$ cat config.mk
export PLATFORM = sky130hd
export DESIGN_NAME = uart_xcvr
export DESIGN_NICKNAME = d
export VERILOG_FILES = /design/src/rtl/uart_xcvr.sv
export SDC_FILE = /design/constraint.sdc
export NUM_CORES = 1
export LEC_CHECK = 0
export ABC_AREA = 1
export CELL_PAD_IN_SITES_DETAIL_PLACEMENT = 1
export CELL_PAD_IN_SITES_GLOBAL_PLACEMENT = 1
export CORE_MARGIN = 3
export CORE_UTILIZATION = 25
export CTS_CLUSTER_DIAMETER = 80
export CTS_CLUSTER_SIZE = 30
export DETAILED_ROUTE_END_ITERATION = 10
export PLACE_DENSITY = 0.49
export SLEW_MARGIN = 0
export SYNTH_ARGS = -nofsm -noshare
export SYNTH_HDL_FRONTEND = slang
export SYNTH_SLANG_ARGS = --single-unit
$ cat constraint.sdc
create_clock -name clk -period 4.3 [get_ports clk]
set_input_delay 0.43 -clock clk [delete_from_list [all_inputs] [get_ports clk]]
set_output_delay 0.43 -clock clk [all_outputs]
set_load 0.01 [all_outputs]
$ cat src/rtl/uart_xcvr.sv
module uart_xcvr #(
  parameter int BASE_DIV = 2,
  parameter int DIVW     = 12
) (
  input  logic       clk,
  input  logic       rst_n,
  input  logic [1:0] addr,
  input  logic       wr_en,
  input  logic [7:0] wr_data,
  input  logic       rd_en,
  output logic [7:0] rd_data,
  input  logic       rxd,
  output logic       txd,
  output logic       irq_tx,
  output logic       irq_rx,
  output logic       irq_err
);
  typedef enum logic [1:0] {RX_IDLE, RX_START, RX_BITS} rx_st_t;

  logic            tx_b8, tx_en, par_en, par_even;
  logic [1:0]      mode;
  logic [2:0]      baud;
  logic [7:0]      tx_buf, rx_buf;
  logic            tx_empty, rx_full, rx_b8;
  logic            par_err, ovr_err, frm_err;
  logic [DIVW-1:0] div_cnt, div_lim;
  logic            tick;
  logic [3:0]      nbits, stop_idx;
  logic [8:0]      dmask;

  logic [11:0]     tx_sh, fr;
  logic [3:0]      tx_left, tx_tcnt, fr_len;
  logic            tx_busy, tx_load;

  rx_st_t          rx_st;
  logic            rx_s1, rx_s2, rx_pbit;
  logic [3:0]      rx_tcnt, rx_idx;
  logic [8:0]      rx_sh;
  logic            rx_done, rd_rx, full_after_rd, rx_bad_par;

  assign div_lim  = DIVW'(BASE_DIV) << baud;
  assign tick     = (div_cnt >= div_lim - DIVW'(1));
  assign nbits    = (mode == 2'b00) ? 4'd7 : (mode == 2'b01) ? 4'd8 : 4'd9;
  assign stop_idx = nbits + {3'b000, par_en};
  always_comb
    for (int i = 0; i < 9; i++) dmask[i] = (4'(i) < nbits);

  always_comb begin
    logic [8:0] d9;
    d9 = {tx_b8, tx_buf} & dmask;
    fr = '1;
    fr[0] = 1'b0;
    for (int i = 0; i < 9; i++)
      if (4'(i) < nbits) fr[i+1] = d9[i];
    if (par_en) fr[nbits + 4'd1] = (^d9) ^ ~par_even;
    fr_len = nbits + 4'd2 + {3'b000, par_en};
  end

  assign tx_busy = (tx_left != 4'd0);
  assign tx_load = tx_en && !tx_empty && !tx_busy;
  assign txd     = tx_busy ? tx_sh[0] : 1'b1;

  assign rd_rx         = rd_en && (addr == 2'd3);
  assign full_after_rd = rx_full && !rd_rx;
  assign rx_done       = tick && (rx_st == RX_BITS) && (rx_tcnt == 4'd15) && (rx_idx == stop_idx);
  assign rx_bad_par    = par_en && (rx_pbit != ((^(rx_sh & dmask)) ^ ~par_even));

  always_ff @(posedge clk or negedge rst_n)
    if (!rst_n) div_cnt <= '0;
    else        div_cnt <= tick ? '0 : div_cnt + DIVW'(1);

  always_ff @(posedge clk or negedge rst_n)
    if (!rst_n) begin
      tx_sh <= '1; tx_left <= '0; tx_tcnt <= '0;
    end else if (tx_load) begin
      tx_sh <= fr; tx_left <= fr_len; tx_tcnt <= '0;
    end else if (tx_busy && tick) begin
      tx_tcnt <= tx_tcnt + 4'd1;
      if (tx_tcnt == 4'd15) begin
        tx_sh   <= {1'b1, tx_sh[11:1]};
        tx_left <= tx_left - 4'd1;
      end
    end

  always_ff @(posedge clk or negedge rst_n)
    if (!rst_n) begin
      rx_s1 <= 1'b1; rx_s2 <= 1'b1;
    end else begin
      rx_s1 <= rxd; rx_s2 <= rx_s1;
    end

  always_ff @(posedge clk or negedge rst_n)
    if (!rst_n) begin
      rx_st <= RX_IDLE; rx_tcnt <= '0; rx_idx <= '0; rx_sh <= '0; rx_pbit <= 1'b0;
    end else if (tick) begin
      case (rx_st)
        RX_IDLE:
          if (!rx_s2) begin rx_st <= RX_START; rx_tcnt <= '0; end
        RX_START:
          if (rx_tcnt == 4'd7) begin
            rx_tcnt <= '0; rx_idx <= '0;
            rx_st   <= rx_s2 ? RX_IDLE : RX_BITS;
          end else rx_tcnt <= rx_tcnt + 4'd1;
        default: begin
          rx_tcnt <= rx_tcnt + 4'd1;
          if (rx_tcnt == 4'd15) begin
            rx_idx <= rx_idx + 4'd1;
            for (int i = 0; i < 9; i++)
              if (rx_idx == 4'(i) && rx_idx < nbits) rx_sh[i] <= rx_s2;
            if (par_en && rx_idx == nbits) rx_pbit <= rx_s2;
            if (rx_idx == stop_idx) rx_st <= RX_IDLE;
          end
        end
      endcase
    end

  always_ff @(posedge clk or negedge rst_n)
    if (!rst_n) begin
      {tx_b8, mode, baud, tx_en, par_en, par_even} <= '0;
      tx_buf <= '0; tx_empty <= 1'b1;
      rx_buf <= '0; rx_b8 <= 1'b0; rx_full <= 1'b0;
      {par_err, ovr_err, frm_err} <= '0;
    end else begin
      if (tx_load) tx_empty <= 1'b1;
      if (wr_en && addr == 2'd0) {tx_b8, mode, baud, tx_en} <= wr_data[7:1];
      if (wr_en && addr == 2'd2) begin tx_buf <= wr_data; tx_empty <= 1'b0; end
      if (wr_en && addr == 2'd1) begin
        par_even <= wr_data[6];
        par_en   <= wr_data[5];
        par_err  <= par_err & wr_data[4];
        ovr_err  <= ovr_err & wr_data[3];
        frm_err  <= frm_err & wr_data[2];
      end
      if (rd_rx) rx_full <= 1'b0;
      if (rx_done) begin
        if (full_after_rd) ovr_err <= 1'b1;
        else begin
          rx_buf  <= (nbits == 4'd7) ? {1'b0, rx_sh[6:0]} : rx_sh[7:0];
          rx_b8   <= (nbits == 4'd9) & rx_sh[8];
          rx_full <= 1'b1;
          if (rx_bad_par) par_err <= 1'b1;
          if (!rx_s2)     frm_err <= 1'b1;
        end
      end
    end

  always_comb
    case (addr)
      2'd0:    rd_data = {tx_b8, mode, baud, tx_en, 1'b0};
      2'd1:    rd_data = {rx_b8, par_even, par_en, par_err, ovr_err, frm_err, rx_full, tx_empty};
      2'd2:    rd_data = 8'h00;
      default: rd_data = rx_buf;
    endcase

  assign irq_tx  = tx_en & tx_empty;
  assign irq_rx  = rx_full;
  assign irq_err = par_err | ovr_err | frm_err;
endmodule

==> summary.md, run 1 <==
| Metric | Value |
|---|---|
| Syn avg cell area | around 7.5 sq um |
| Design area | roughly 0.0058 sq mm |
| Largest net degree at the start of global routing | 63 |
| # rows | 50 |
| Power Density | 470 mW/mm^2 |
| DIE HEIGHT | around 150 um |
| Clock Latency Late Sink | 0.35 ns |
| Period utilization | 85.8% |
| Maximum VDD drop | 212 uV |
| Layout Skew | about 0.0055 ns |
| Simple-gate area share of the yosys netlist | 28.6% |
| Xor and xnor area share after synthesis | 2.82% |
| Most common cell in the synthesized netlist | nand2_1 |
| HP Class | input pin to asynchronous set/reset pin |
| Leakage | about 0.003 uW |
| Die area | 0.0216 sq mm |
| Synth Register Bits | 85 |
| Status | complete, no violations |
| TritonCTS Buffers | 9 |
| Drc violations | 0 |
| Ys async rst share | 100% |
| Vias in the first global route | approximately 4500 |
| Max-slew violation count | 0 |
| Pint | 1710 uW |
| First-pass GRT wire length | between 20000 and 25000 um |
| # nets final | 734 |
| Synth top cells by count | 210 x nand2_1, 99 x inv_1, 70 x dfrtp_1, 54 x o21ai_0, 53 x nor2_1 |
| Top-area cell type share of the netlist area | a little over a third |
| Tightest Pin Transition | 0.883 ns |
| DR iter-0 viols | around 140 |
| Core ar. | around 0.019 sq mm |
| Crit path buf inv count | 3 |
| Yosys warns | 0 |
| # clock sinks | between 80 and 90 |
| I/O pin count | 27 |
| Layout fillers | 2311 |
| Clock power frac | around 30% |
| Peak Freq | between 0.2 and 0.3 GHz |
| Antenna violations before repair | 0 |
| Synthesized area | around 0.005 sq mm |
| Synth cell types | 35 |
| Clock-pin slew on the worst setup and hold paths | 0.06 ns |
| Post-Synthesis Cells | 663 |
| Die W | approximately 150 um |
| Number of flops mapped to enable cells by yosys | 0 |
| DRT antenna net count | 0 |
| Layout area overhead | 16.8% |
| Layout cell share with drive strength beyond 1 | 6.31% |
| Worst EP arrival | between 3 and 4 ns |
| Total negative slack | 0 ns |
| Critical path type | flip-flop to flip-flop |
| Sw Ratio | 37.2% |
| Mux share of post-synthesis cell area | 0% |
| Routed WL | between 10000 and 15000 um |
| GR Overflow Total | 0 |
| ANT cells | 0 |
| Reported net switching power | 1010 uW |
| Cell taking the most area after synthesis | dfrtp_1 |
| Cts hold-fix bufs | 0 |
| Gate power share | between 30% and 40% |
| Seq/Total Area, Yosys | 43.2% |
| Starting Density | between 20% and 30% |
| Critical path startpoint category | flip-flop |
| CP max stage delay | around 0.45 ns |
| CP top delay family | simple AND/OR/NAND/NOR gates |
| Clock buffer depth | 2 |
| CP max stage cell | dfrtp_1 |
| Routability congestion estimate | between 0.8 and 0.9 |
| Largest family of logic cells by synthesized area | simple AND/OR/NAND/NOR gates |
| Worst-path cell chain | nor2_1, inv_1, nor2_1, inv_1, ha_1, nand3_1, o21ai_0, a31oi_1, ha_1, nand2_1, nor2_1, and2_1, nand2_1, nand3_4, nand2_4, nand2_2, nand2_2, inv_1, o21ai_0, o21ai_0 |
| Max Fanout on Critical Path | 19 |
| I/O Buffers | 26 |
| Crit. End Element | flip-flop |
| Vias per cell | roughly 4.4 |
| Number of setup violations in the final report | 0 |
| GR Util All Layers | 13.5% |
| Synth area leaders | dfrtp_1 35%, nand2_1 16%, dfstp_2 7.9% |
| Adder-cell share of the synthesized area | under 10% |
| Routed wire per std cell | 14.6 um |
| Synth Flop Type | dfrtp_1 |
| Hold Vio Cnt, Final | 0 |
| Max-cap violations | 0 |
| Placed Area | 0.00550 sq mm |
| Root Driver | clkbuf_16 |
| Compound-cell area share of the yosys netlist | under 10% |
| Post-CTS sizing | 0 |
| Critical Path RT | around 4.5 ns |
| Post-CTS Setup Bufs | 0 |
| H-tree levels | 3 |
| Reg power frac | 40.4% |
| Worst rel slew slack | roughly 41% |
| DR vias | between 4000 and 5000 |
| RSZ-0062 raised after global routing | false |
| HPWL Detailed | 10700 um |
| Drt pass-1 iters | 4 |
| Fin crit period | between 3 and 4 ns |
| CTS tree | done |
==> routing by layer <==
metal / global-route usage [%] / up-vias / wire (um)
met5: 0 / - / 0
met4: 4.15 / 0 / 215
met3: 2.84 / 13 / 380
met2: 21.8 / 30 / 6330
met1: 18.1 / 2044 / 7000
li1: - / 2148 / -
==> flip-flops by register name (all words and copies together), names as in the netlist, 2 cells and up <==
signal / cells
rx_sh: 9
mode: 2
rx_tcnt: 4
baud: 3
tx_left: 4
rx_idx: 4
div_cnt: 12
tx_buf: 8
rx_buf: 8
rx_st: 2
tx_sh: 12
tx_tcnt: 4
==> through the flow <==
stage	util [%]	power (uW)	hold slack (ns)	setup WS, ns	instances
floorplan	-	1680	0.134	1.55	664
global placement	28.8	1920	0.350	0.925	941
detailed placement	28.8	1960	0.347	0.589	941
CTS	30.4	2780	0.248	0.595	957
global route	30.4	2970	0.269	0.240	957
finish	30.4	2730	0.173	0.610	957
==> cell type report <==
type	count	area [sq um]	share of cell area, %
clock buffers	13	282	4.85
well taps	260	325	5.61
inverters	100	375	6.47
multi-input cells	468	2380	41.1
flip-flops and latches	85	2150	37.0
repair buffers	28	273	4.70
clock inverters	3	17.5	0.302
==> kinds of logic after synthesis <==
| group | after synthesis |
|---|---|
| AOI/OAI and AO/OA | 88 |
| and+or+nand+nor | 335 |
| DFF | 85 |
| other | 1 |
| buffers and inverters | 111 |
| xor gates and xnor gates | 16 |
| adders and majority gates | 27 |
==> path summary, 6_finish.rpt <==
check | startpoint | to | slack [ns] | cells after the start
max | baud[0] | tx_left[3] | 0.61 | 20
min in group clk | rx_s1 | rx_s2 | 0.36 | 0
min reg2reg | rx_s1 | rx_s2 | 0.36 | 0
min | rst_n | div_cnt[10] | 0.17 | 1
max reg2reg | baud[0] | tx_left[3] | 0.61 | 20
max in group asynchronous | rst_n | tx_sh[10] | 3.16 | 2
==> placed cells by master, fill, tap and decap left out, types with 2 or more instances in the layout <==
cell	instances
xnor2_1	4
conb_1	2
nand4_1	9
nand3_1	36
nand2_1	210
nand3b_1	2
clkbuf_16	10
inv_1	99
dfrtp_1	70
clkbuf_8	2
nand2_2	5
xor2_1	12
o211ai_1	9
dfstp_2	15
buf_4	3
o21ai_0	54
o21ai_1	7
nor3b_1	7
nor2_1	53
clkinv_2	2
clkdlybuf4s50_1	25
ha_1	27
nor3_1	6
a21oi_1	13
==> power groups by stage <==
| stage | sequential (uW) | combinational (uW) | clock, uW |
|---|---|---|---|
| 5_1_grt | 1130 | 979 | 864 |
| 3_5_place_dp | 1120 | 847 | 0 |
| 4_1_cts | 1100 | 851 | 823 |
| 6_report | 1100 | 828 | 796 |
| 2_1_floorplan | 1060 | 621 | 0 |
| 3_3_place_gp | 1110 | 804 | 0 |
Power figures use the tool's default switching activity.
==> inputs of run 2 (changes only) <==
--- a/config.mk
+++ b/config.mk
@@ -10,11 +10,11 @@
 export CELL_PAD_IN_SITES_GLOBAL_PLACEMENT = 1
 export CORE_MARGIN = 3
 export CORE_UTILIZATION = 25
+export CTS_BUF_LIST = sky130_fd_sc_hd__clkbuf_8 sky130_fd_sc_hd__clkbuf_16
 export CTS_CLUSTER_DIAMETER = 80
 export CTS_CLUSTER_SIZE = 30
 export DETAILED_ROUTE_END_ITERATION = 10
 export PLACE_DENSITY = 0.49
-export SLEW_MARGIN = 0
 export SYNTH_ARGS = -nofsm -noshare
 export SYNTH_HDL_FRONTEND = slang
 export SYNTH_SLANG_ARGS = --single-unit
==> run 2 against run 1 <==
Hold slack barely moved. Cell count did not move. Via count barely moved. Critical path depth did not move. Clock skew barely moved. Global-route usage did not move. Die area did not move. Sequential share of layout area did not move. Routed wire length barely moved. Critical path type unchanged.
==> summary.md, run 2 (synthesized netlist as in run 1, its figures left out) <==
| Metric | Value |
|---|---|
| Status | complete, no violations |
| DIE HEIGHT | 147 um (unchanged) |
| Clock Latency Late Sink | 0.35 ns (about the same) |
| Vias per cell | 4.43 (about the same) |
| Drt pass-1 iters | 4 (unchanged) |
| Critical Path RT | 4.52 ns (about the same) |
| H-tree levels | 3 (unchanged) |
| Die area | 0.0216 sq mm (unchanged) |
| Worst EP arrival | 3.91 ns (about the same) |
| DR vias | 4236 (+0.024%) |
| GR Util All Layers | 13.5% (unchanged) |
| Routed WL | 13900 um (about the same) |
| Critical path startpoint category | flip-flop |
| Period utilization | 85.8% (about the same) |
| Hold Vio Cnt, Final | 0 (unchanged) |
| HP Class | input pin to asynchronous set/reset pin |
| Maximum VDD drop | 212 uV (about the same) |
| Max-slew violation count | 0 (unchanged) |
| HPWL Detailed | 10700 um (unchanged) |
| RSZ-0062 raised after global routing | false |
| Leakage | 0.00292 uW (+0.14%) |
| GR Overflow Total | 0 (unchanged) |
| Root Driver | clkbuf_16 |
| Vias in the first global route | 4522 (unchanged) |
| Worst rel slew slack | 41.1% (about the same) |
| Antenna violations before repair | 0 (unchanged) |
| # nets final | 734 (unchanged) |
| Register area | 0.00215 sq mm (unchanged) |
| Clock-pin slew on the worst setup and hold paths | 0.06 ns (about the same) |
| R2R Setup Slk | 0.61 ns (about the same) |
| Design area | 0.00580 sq mm (unchanged) |
| Clock buffer depth | 2 (unchanged) |
| I/O pin count | 27 (unchanged) |
| Area of the multi-input gates | 0.00238 sq mm (unchanged) |
| Commonest cells after routing, fill and taps aside | 210 x nand2_1, 100 x inv_1, 70 x dfrtp_1, 54 x o21ai_0, 53 x nor2_1 |
| First-pass GRT wire length | 23300 um (unchanged) |
| DRT antenna net count | 0 (unchanged) |
| Layout fillers | 2311 (unchanged) |
| ANT cells | 0 (unchanged) |
| Placed Area | 0.00550 sq mm (unchanged) |
| FF-to-FF End | tx_left[3] |
| Cts hold-fix bufs | 0 (unchanged) |
| CTS tree | done |
| Peak Freq | 0.271 GHz (about the same) |
| # clock sinks | 85 (unchanged) |
| Design Power | 2720 uW (about the same) |
| Routed wire per std cell | 14.6 um (about the same) |
| Post-CTS sizing | 0 (unchanged) |
| Post-CTS Setup Bufs | 0 (unchanged) |
| Starting Density | 26.0% (unchanged) |
| Die W | 147 um (unchanged) |
| I/O Buffers | 26 (unchanged) |
| Largest regs | div_cnt (12), tx_sh (12), rx_sh (9) |
| Power Density | 470 mW/mm^2 (about the same) |
| TritonCTS Buffers | 9 (unchanged) |
| Reg2Reg Depth | 20 (unchanged) |
| Largest net degree at the start of global routing | 63 (unchanged) |
| Worst R2R Start | baud[0] |
| Commonest non-fill, non-tap cell in the layout | nand2_1 |
| Number of setup violations in the final report | 0 (unchanged) |
| Tightest Pin Transition | 0.884 ns (+0.000192 ns) |
| Layout area overhead | 16.8% (unchanged) |
| Layout Skew | 0.00597 ns (+0.000430 ns) |
| Max Fanout on Critical Path | 19 (unchanged) |
| Max-cap violations | 0 (unchanged) |
| DR iter-0 viols | 137 (unchanged) |
| Total negative slack | 0 ns (unchanged) |
| Drc violations | 0 (unchanged) |
| Critical path type | flip-flop to flip-flop |
| Layout cell share with drive strength beyond 1 | 6.31% (unchanged) |
| Crit. End Element | flip-flop |
| Fin crit period | 3.69 ns (-0.000206 ns) |
| # rows | 50 (unchanged) |
| Routability congestion estimate | 0.804 (unchanged) |
| Core ar. | 0.0191 sq mm (unchanged) |
==> run 2: metrics by stage <==
step	instances	hold WS, ns	setup slack, ns	util (%)
2_1_floorplan	664	0.134	1.55	-
3_3_place_gp	941	0.350	0.925	28.8
3_5_place_dp	941	0.347	0.589	28.8
4_1_cts	957	0.248	0.595	30.4
5_1_grt	957	0.269	0.240	30.4
6_report	957	0.174	0.611	30.4
==> run 2: how the worst max path moves through the flow <==
stage / to / from / slack, ns
2_1_floorplan: tx_left[3] / baud[2] / 1.55
3_3_place_gp: tx_left[3] / baud[0] / 0.93
3_5_place_dp: tx_left[3] / baud[0] / 0.59
4_1_cts: tx_left[3] / baud[0] / 0.60
5_1_grt: tx_left[3] / baud[0] / 0.24
6_report: tx_left[3] / baud[0] / 0.61
==> run 2: routing by layer <==
layer / routed length [um] / GRT usage, % / vias up
li1: - / - / 2149
met1: 7010 / 18.1 / 2044
met2: 6330 / 21.8 / 30
met5: 0 / 0 / -
met3: 380 / 2.84 / 13
met4: 215 / 4.15 / 0
==> run 2: cell type report <==
type / count / area share (%)
Multi-Input combinational cell: 468 / 41.1
Sequential cell: 85 / 37.0
Inverter: 100 / 6.47
Tap cell: 260 / 5.61
Clock buffer: 12 / 4.79
Timing Repair Buffer: 28 / 4.70
Clock inverter: 4 / 0.367
==> run 2: where the power goes <==
part | internal, uW | switching [uW] | total [uW]
logic | 310 | 519 | 828
registers | 945 | 157 | 1100
clock network | 455 | 339 | 794
==> run 2: worst max-delay path, stage by stage, from the launching register on <==
cell and delay, ns:
dfrtp_1 0.45, nor2_1 0.17, inv_1 0.09, nor2_1 0.15, inv_1 0.08, ha_1 0.26, nand3_1 0.14, o21ai_0 0.14
a31oi_1 0.21, ha_1 0.29, nand2_1 0.10, nor2_1 0.04, and2_1 0.15, nand2_1 0.09, nand3_4 0.27, nand2_4 0.18
nand2_2 0.10, nand2_2 0.29, inv_1 0.16, o21ai_0 0.10, o21ai_0 0.10
